## src/rtl/clkramp_pkg.sv

```systemverilog
package clkramp_pkg;
   typedef enum logic [3:0] {
      ST_IDLE,
      ST_RAMP_UP,
      ST_WAIT_BIST,
      ST_BIST_RUN,
      ST_WAIT_CF,
      ST_CF_RUN,
      ST_DONE,
      ST_RAMP_DN,
      ST_SLEEP
   } seq_state_t;
endpackage

```

## src/rtl/strobe_sync.sv

```systemverilog
module strobe_sync #(
   parameter int SYNC_STAGES = 2
) (
   input  logic clk,
   input  logic clr,
   input  logic async_in,
   output logic rise
);
   logic [SYNC_STAGES-1:0] chain;
   logic                   last_q;

   generate
      if (SYNC_STAGES < 2) begin : g_bad_depth
         $error("strobe_sync: SYNC_STAGES must be at least 2");
      end
   endgenerate

   always_ff @(posedge clk) begin
      if (clr) begin
         chain  <= '0;
         last_q <= 1'b0;
      end else begin
         chain  <= {chain[SYNC_STAGES-2:0], async_in};
         last_q <= chain[SYNC_STAGES-1];
      end
   end

   assign rise = chain[SYNC_STAGES-1] & ~last_q;

   // a rise lasts one cycle only
   assert_rise_single_R4: assert property (@(posedge clk) disable iff (clr)
      rise |=> !rise);
endmodule

```

## src/rtl/ramp_step_timer.sv

```systemverilog
module ramp_step_timer #(
   parameter int                     NSTEP    = 4,
   parameter int                     CNT_W    = 8,
   parameter logic [NSTEP*CNT_W-1:0] LOCK_TAB = '1,
   localparam int                    IDX_W    = (NSTEP > 1) ? $clog2(NSTEP) : 1
) (
   input  logic             clk,
   input  logic             clr,
   input  logic             start_up,
   input  logic             start_dn,
   input  logic             run_up,
   input  logic             run_dn,
   output logic [IDX_W-1:0] step_idx,
   output logic             fin
);
   localparam logic [IDX_W-1:0] LAST_IDX = IDX_W'(NSTEP - 1);
   localparam logic [IDX_W-1:0] DN_FIRST = IDX_W'(NSTEP - 2);

   logic [CNT_W-1:0] cnt;

   function automatic logic [CNT_W-1:0] wait_of(input logic [IDX_W-1:0] idx);
      return LOCK_TAB[int'(idx)*CNT_W +: CNT_W] - CNT_W'(1);
   endfunction

   always_ff @(posedge clk) begin
      if (clr) begin
         step_idx <= '0;
         cnt      <= '0;
      end else if (start_up) begin
         step_idx <= '0;
         cnt      <= wait_of('0);
      end else if (start_dn) begin
         step_idx <= DN_FIRST;
         cnt      <= wait_of(DN_FIRST);
      end else if (run_up || run_dn) begin
         if (cnt != '0) begin
            cnt <= cnt - CNT_W'(1);
         end else if (run_up && step_idx != LAST_IDX) begin
            step_idx <= step_idx + IDX_W'(1);
            cnt      <= wait_of(step_idx + IDX_W'(1));
         end else if (run_dn && step_idx != '0) begin
            step_idx <= step_idx - IDX_W'(1);
            cnt      <= wait_of(step_idx - IDX_W'(1));
         end
      end
   end

   assign fin = (cnt == '0) &&
                ((run_up && step_idx == LAST_IDX) || (run_dn && step_idx == '0));

   // a stage is held until its lock wait has run out
   assert_hold_stage_R3: assert property (@(posedge clk) disable iff (clr)
      ((run_up || run_dn) && cnt != '0 && !start_up && !start_dn) |=> $stable(step_idx));
   // ramp-up never moves to a lower stage
   assert_up_monotonic_R3: assert property (@(posedge clk) disable iff (clr)
      (run_up && !start_up && !start_dn) |=> step_idx >= $past(step_idx));
endmodule

```

## src/rtl/clkramp_reset_seq.sv

```systemverilog
module clkramp_reset_seq
   import clkramp_pkg::*;
#(
   parameter int                     NSTEP       = 4,
   parameter int                     DIV_W       = 3,
   parameter int                     CNT_W       = 8,
   parameter int                     SYNC_STAGES = 2,
   parameter logic [NSTEP*DIV_W-1:0] IN_DIV_TAB  = {3'd1, 3'd3, 3'd5, 3'd7},
   parameter logic [NSTEP*DIV_W-1:0] OUT_DIV_TAB = {3'd0, 3'd2, 3'd4, 3'd6},
   parameter logic [NSTEP*CNT_W-1:0] LOCK_TAB    = {8'd16, 8'd12, 8'd8, 8'd5}
) (
   input  logic             clk,
   input  logic             rst_n,
   input  logic             pwr_ok,
   input  logic             fwd_strobe,
   input  logic             bist_done,
   input  logic             cfwd_done,
   input  logic             sleep_req,
   input  logic             wake_req,
   output logic [DIV_W-1:0] in_div_sel,
   output logic [DIV_W-1:0] out_div_sel,
   output logic             bist_start,
   output logic             cfwd_start,
   output logic             init_done
);
   localparam int IDX_W = (NSTEP > 1) ? $clog2(NSTEP) : 1;

   generate
      if (NSTEP < 2) begin : g_bad_nstep
         $error("clkramp_reset_seq: NSTEP must be at least 2");
      end
      if (DIV_W < 1 || CNT_W < 1) begin : g_bad_width
         $error("clkramp_reset_seq: DIV_W and CNT_W must be positive");
      end
      for (genvar k = 0; k < NSTEP; k++) begin : g_lock_chk
         if (LOCK_TAB[k*CNT_W +: CNT_W] == '0) begin : g_zero_wait
            $error("clkramp_reset_seq: every lock wait must be at least 1");
         end
      end
   endgenerate

   seq_state_t       state;
   logic             warm;
   logic             clr;
   logic             rise;
   logic             fin;
   logic             start_up;
   logic             start_dn;
   logic [IDX_W-1:0] step_idx;

   assign clr      = !rst_n || !pwr_ok;
   assign start_up = (state == ST_IDLE) || (state == ST_SLEEP && wake_req);
   assign start_dn = (state == ST_DONE) && sleep_req;

   strobe_sync #(.SYNC_STAGES(SYNC_STAGES)) u_sync (
      .clk      (clk),
      .clr      (clr),
      .async_in (fwd_strobe),
      .rise     (rise)
   );

   ramp_step_timer #(.NSTEP(NSTEP), .CNT_W(CNT_W), .LOCK_TAB(LOCK_TAB)) u_timer (
      .clk      (clk),
      .clr      (clr),
      .start_up (start_up),
      .start_dn (start_dn),
      .run_up   (state == ST_RAMP_UP),
      .run_dn   (state == ST_RAMP_DN),
      .step_idx (step_idx),
      .fin      (fin)
   );

   always_ff @(posedge clk) begin
      if (clr) begin
         state      <= ST_IDLE;
         warm       <= 1'b0;
         bist_start <= 1'b0;
         cfwd_start <= 1'b0;
      end else begin
         bist_start <= 1'b0;
         cfwd_start <= 1'b0;
         unique case (state)
            ST_IDLE:      state <= ST_RAMP_UP;
            ST_RAMP_UP:   if (fin) state <= warm ? ST_DONE : ST_WAIT_BIST;
            ST_WAIT_BIST: if (rise) begin
                             state      <= ST_BIST_RUN;
                             bist_start <= 1'b1;
                          end
            ST_BIST_RUN:  if (bist_done) state <= ST_WAIT_CF;
            ST_WAIT_CF:   if (rise) begin
                             state      <= ST_CF_RUN;
                             cfwd_start <= 1'b1;
                          end
            ST_CF_RUN:    if (cfwd_done) begin
                             state <= ST_DONE;
                             warm  <= 1'b1;
                          end
            ST_DONE:      if (sleep_req) state <= ST_RAMP_DN;
            ST_RAMP_DN:   if (fin) state <= ST_SLEEP;
            ST_SLEEP:     if (wake_req) state <= ST_RAMP_UP;
            default:      state <= ST_IDLE;
         endcase
      end
   end

   assign in_div_sel  = IN_DIV_TAB[int'(step_idx)*DIV_W +: DIV_W];
   assign out_div_sel = OUT_DIV_TAB[int'(step_idx)*DIV_W +: DIV_W];
   assign init_done   = (state == ST_DONE);

   // reset or power loss forces idle with quiet outputs at the next edge
   assert_reset_idle_R1: assert property (@(posedge clk)
      clr |=> (state == ST_IDLE && !bist_start && !cfwd_start && !init_done));
   // each start pulse lands in its own running phase
   assert_bist_phase_R4: assert property (@(posedge clk) disable iff (clr)
      bist_start |-> state == ST_BIST_RUN);
   assert_cfwd_phase_R5: assert property (@(posedge clk) disable iff (clr)
      cfwd_start |-> state == ST_CF_RUN);
   // full speed codes while complete
   assert_done_codes_R6: assert property (@(posedge clk) disable iff (clr)
      init_done |-> (in_div_sel == IN_DIV_TAB[(NSTEP-1)*DIV_W +: DIV_W] &&
                     out_div_sel == OUT_DIV_TAB[(NSTEP-1)*DIV_W +: DIV_W]));
   // ramp-down is entered only from the complete state
   assert_sleep_gate_R7: assert property (@(posedge clk) disable iff (clr)
      $rose(state == ST_RAMP_DN) |-> $past(init_done));
   // wake leaves sleep only toward ramp-up
   assert_wake_path_R9: assert property (@(posedge clk) disable iff (clr)
      ($past(state) == ST_SLEEP && state != ST_SLEEP) |-> state == ST_RAMP_UP);
endmodule

```

## config.mk

```make
export PLATFORM = sky130hd
export DESIGN_NAME = clkramp_reset_seq
export DESIGN_NICKNAME = d
export VERILOG_FILES = /design/src/rtl/clkramp_pkg.sv /design/src/rtl/strobe_sync.sv /design/src/rtl/ramp_step_timer.sv /design/src/rtl/clkramp_reset_seq.sv
export SDC_FILE = /design/constraint.sdc
export NUM_CORES = 1
export LEC_CHECK = 0
export BUFFER_PORTS_ARGS = -buffer_cell sky130_fd_sc_hd__buf_2
export CORE_ASPECT_RATIO = 1.1
export CORE_MARGIN = 4
export CORE_UTILIZATION = 49
export DETAILED_ROUTE_END_ITERATION = 8
export PLACE_DENSITY = 0.69
export SKIP_CTS_REPAIR_TIMING = 1
export SLEW_MARGIN = 20
export SYNTH_ARGS = -nofsm -noshare
export SYNTH_HDL_FRONTEND = slang
export SYNTH_HIERARCHICAL = 1
export SYNTH_SLANG_ARGS = --single-unit
export TNS_END_PERCENT = 30
```

## constraint.sdc

```tcl
create_clock -name clk -period 3.55 [get_ports clk]
set_input_delay 0.1775 -clock clk [delete_from_list [all_inputs] [get_ports clk]]
set_output_delay 0.1775 -clock clk [all_outputs]
set_load 0.005 [all_outputs]
```

==> run summary <==
After the flow finishes, the layout carries non-filler instances totaling roughly 210. The floorplan step defined a core boundary enclosing about 0.0028 mm^2. The antenna diode count came out at 0. The first-pass GRT wire length came out at 5.63 mm.

The final-stage net count is roughly 190. The count of standard-cell rows is 20. Entering global routing, the biggest net connects 15 pins.

CTS saw 20 sinks. The clock-pin slew on the worst setup and hold paths came out at approximately 0.13 ns. Derived from the worst setup path, the maximum achievable clock frequency is between 0.3 and 0.4 GHz. The later pin in the worst-skew pair is clocked with a latency of approximately 0.30 ns.

TritonCTS built the clock tree. The number of nets with antenna violations after routing is 0. After detailed routing, the average wire length per cell comes to between 15 and 20 um. The cell type with the largest total area after synthesis is sky130_fd_sc_hd__dfxtp_1. The post-route total power is around 0.54 mW. The half-perimeter wire length of the detailed placement result is 2.47 mm.

The H-tree depth is 1. The run finished with clean final reports. The number of instances in the synthesized netlist came out at roughly 160.

The Yosys step of the flow raised 6 warnings. The die covers 0.00377 mm^2. Measured against its own limit, the worst slew margin works out to roughly half. The most used flip-flop cell after synthesis is sky130_fd_sc_hd__dfxtp_1.

The leakage power total is between 0.5 and 0.6 nW. By area, the combinational part of the netlist is dominated by simple AND/OR/NAND/NOR gates. The number of enable flip-flop cells after synthesis is 0. After synthesis, the largest area contributor takes up between 20% and 30% of total cell area. The max-cap violation count is 0. The worst hold-check path type is in2reg. The ratio of routed vias to standard cells came out at 6.05. The die outline width is 58.9 um.

Ranked by instance count, the synthesized netlist is headed by 20 x sky130_fd_sc_hd__dfxtp_1, 16 x sky130_fd_sc_hd__nor2_1, 9 x sky130_fd_sc_hd__nand2_1. In this run, CTS created clock tree buffers numbering 3. The arrival time of the worst setup path is roughly 3.4 ns. STA classifies the critical path endpoint as a flop.

The post-place setup slack is ~0.42 ns. Summing the areas of all and, or, nand and nor instances in the mapped netlist gives 29.1% of the synthesized area. Counting every net in the synthesized netlist gives about 170.

For this run, the total global-route usage over all layers was measured as between 10% and 20%. The aggregate global routing overflow came out at 0. The number of antenna violations at the first check in global routing is 0. Of the cells placed in the final design, the portion with a size suffix greater than 1 is approximately a fifth. After synthesis, the share of flip-flops with an asynchronous set or reset is 0%. The count of unique library cells instantiated by Yosys came out at 58. Final hold analysis gives a worst-case slack of roughly 0.074 ns. Buffers placed on the I/O ports in this run total 14. The post-synthesis cell area came out at 0.00140 mm^2. By startpoint and endpoint, the worst setup path is classified as reg2reg. The first-pass iteration count of the detailed router is 4.

The remaining design rule violation count came out at 0. The initial core utilization is 50.8%. Summing the areas of all fa, ha and maj instances in the mapped netlist gives around 2.7% of the synthesized area. sky130_fd_sc_hd__dfxtp_1 is the most common cell in the netlist. The via count of the first global-routing pass came to 1283. The critical path launch point type is a flop. The final wirelength is around 3.2 mm.

In this run the worst path has a maximum fanout of 13. The max-slew violation total from the final report came out at 0. For the worst setup path, the data required time is ~3.8 ns.

The measured slew at the worst slew-check pin came out at 0.720 ns. The worst-case IR drop observed on VDD is between 0.2 and 0.25 mV. The xor-xnor portion of the synthesized cell area is 2.51%. The clock skew came out at approximately 0.0037 ns. The growth of design area from synthesis to finish came out at 7.16%. Sequential cells were found to cover 28.6% of the synthesized design area. The clock passes through at most 2 buffers. The routed layout has roughly 1200 vias. The clock period minus worst slack is 3.19 ns.

The number of top-level pins came out at 17. The weighted congestion reported at the end of routability-driven placement came out at slightly below 0.9. Synthesis inferred 20 register bits. Each instance of the synthesized netlist takes up on average approximately 8.6 um^2. The number of setup violations in the final report came out at 0. The compound-gate portion of the synthesized area came out at 24.0%. The multiplexer share of the synthesized area came out at under 10%. The die extent in y is roughly 64 um. The detailed router's first-iteration violation count is 28. By area the synthesized netlist is led by sky130_fd_sc_hd__dfxtp_1 29%, sky130_fd_sc_hd__mux2i_1 4.3%, sky130_fd_sc_hd__nor2_1 4.3%, sky130_fd_sc_hd__buf_4 3.2%, sky130_fd_sc_hd__a21oi_1 2.9%. The worst setup margin came out at ~0.36 ns. The hold violation count in the final report is 0.

The total negative setup slack came out at 0 ns. CTS placed an instance of sky130_fd_sc_hd__clkbuf_4 at the clock tree root. The period utilization is between 80% and 90%. The cell area power density is 358 mW/mm^2. Setup repair after global routing left no endpoint under its margin.

The worst reg-to-reg setup slack is approximately 0.36 ns. The count of filler cells inserted in the layout is approximately 280. The cell total after placement came out at about 200.
final timing paths:
check	cells after the start	start	to
max	11	state[0]	u_timer/cnt[6]
min reg2reg	1	u_sync/chain[0]	u_sync/chain[1]
min	2	fwd_strobe	u_sync/chain[0]
max reg2reg	11	state[0]	u_timer/cnt[6]
stage by stage:
step	utilization, %	area [um^2]
2_1_floorplan	-	1400
3_3_place_gp	52.5	1450
3_5_place_dp	52.5	1450
4_1_cts	54.4	1500
5_1_grt	54.4	1500
6_report	54.4	1500
cells by family (layout without fill, tap and decap cells):
group / Yosys count / count (layout)
simple gates: 68 / 68
compound gates: 42 / 42
flops: 20 / 20
buf+inv: 17 / 27
mux: 7 / 7
xor+xnor: 4 / 4
fa+ha+maj: 3 / 3
other cells: 2 / 2
cells in the final DEF (no fill, tap or decap), drive strengths merged, types with 2 or more instances in the layout:
cell and instances:
buf 15, nor3 3, o21a 2, or4 3, or2b 2, a211oi 2, a311oi 4, a21oi 8
o41ai 3, a31oi 2, o21ai 8, nand2 10, o32ai 2, inv 8, nor4 5, nor3b 2
xnor2 2, dfxtp 20, nand3 8, nor2 16, ha 3, nor2b 7, or3 2, or2 2
mux2i 7, o22a 2, xor2 2, clkbuf 3, conb 2
flip-flops by register name, indices dropped and copies added, names as in the netlist:
signal,flops
u_timer/cnt,8
state,4
u_sync/chain,2
u_timer/step_idx,2
bist_start,1
cfwd_start,1
u_sync/last_q,1
warm,1
cell type report:
cell class	count	area [um^2]	share of cell area [%]
sequential	20	400	26.7
inverter	8	30.0	2.01
timing repair buffer	15	77.6	5.18
clock inverter	1	30.0	2.01
multi-input combinational	126	896	59.8
clock buffer	3	22.5	1.50
tap	33	41.3	2.76
power by group:
part / total, mW / leakage [nW] / internal [mW] / switching (mW)
Clock: 0.191 / 0.0279 / 0.114 / 0.0765
Sequential: 0.240 / 0.162 / 0.229 / 0.0108
Combinational: 0.105 / 0.330 / 0.0461 / 0.0589
critical path, cell delays in order (launching register included):
cell and delay, ns:
sky130_fd_sc_hd__dfxtp_1 0.60, sky130_fd_sc_hd__or2b_2 0.41, sky130_fd_sc_hd__nor3_1 0.15, sky130_fd_sc_hd__buf_4 0.17, sky130_fd_sc_hd__o21ai_0 0.12, sky130_fd_sc_hd__ha_1 0.26, sky130_fd_sc_hd__a31oi_1 0.19, sky130_fd_sc_hd__ha_1 0.21
sky130_fd_sc_hd__nor3b_1 0.36, sky130_fd_sc_hd__o41ai_4 0.19, sky130_fd_sc_hd__a211oi_1 0.26, sky130_fd_sc_hd__mux2i_1 0.23
layer usage:
metal  global-route usage (%)  part of all wire, %  vias to the layer above  wire (um)
met5                        0                    0                        -          0
met4                     5.67                 0.66                        0         21
met3                     2.22                  3.8                        2        121
met2                     33.3                   53                       37       1710
met1                     22.5                   42                      584       1350
li1                         -                    -                      624          -
No activity file was read; power rests on OpenSTA's default activity.
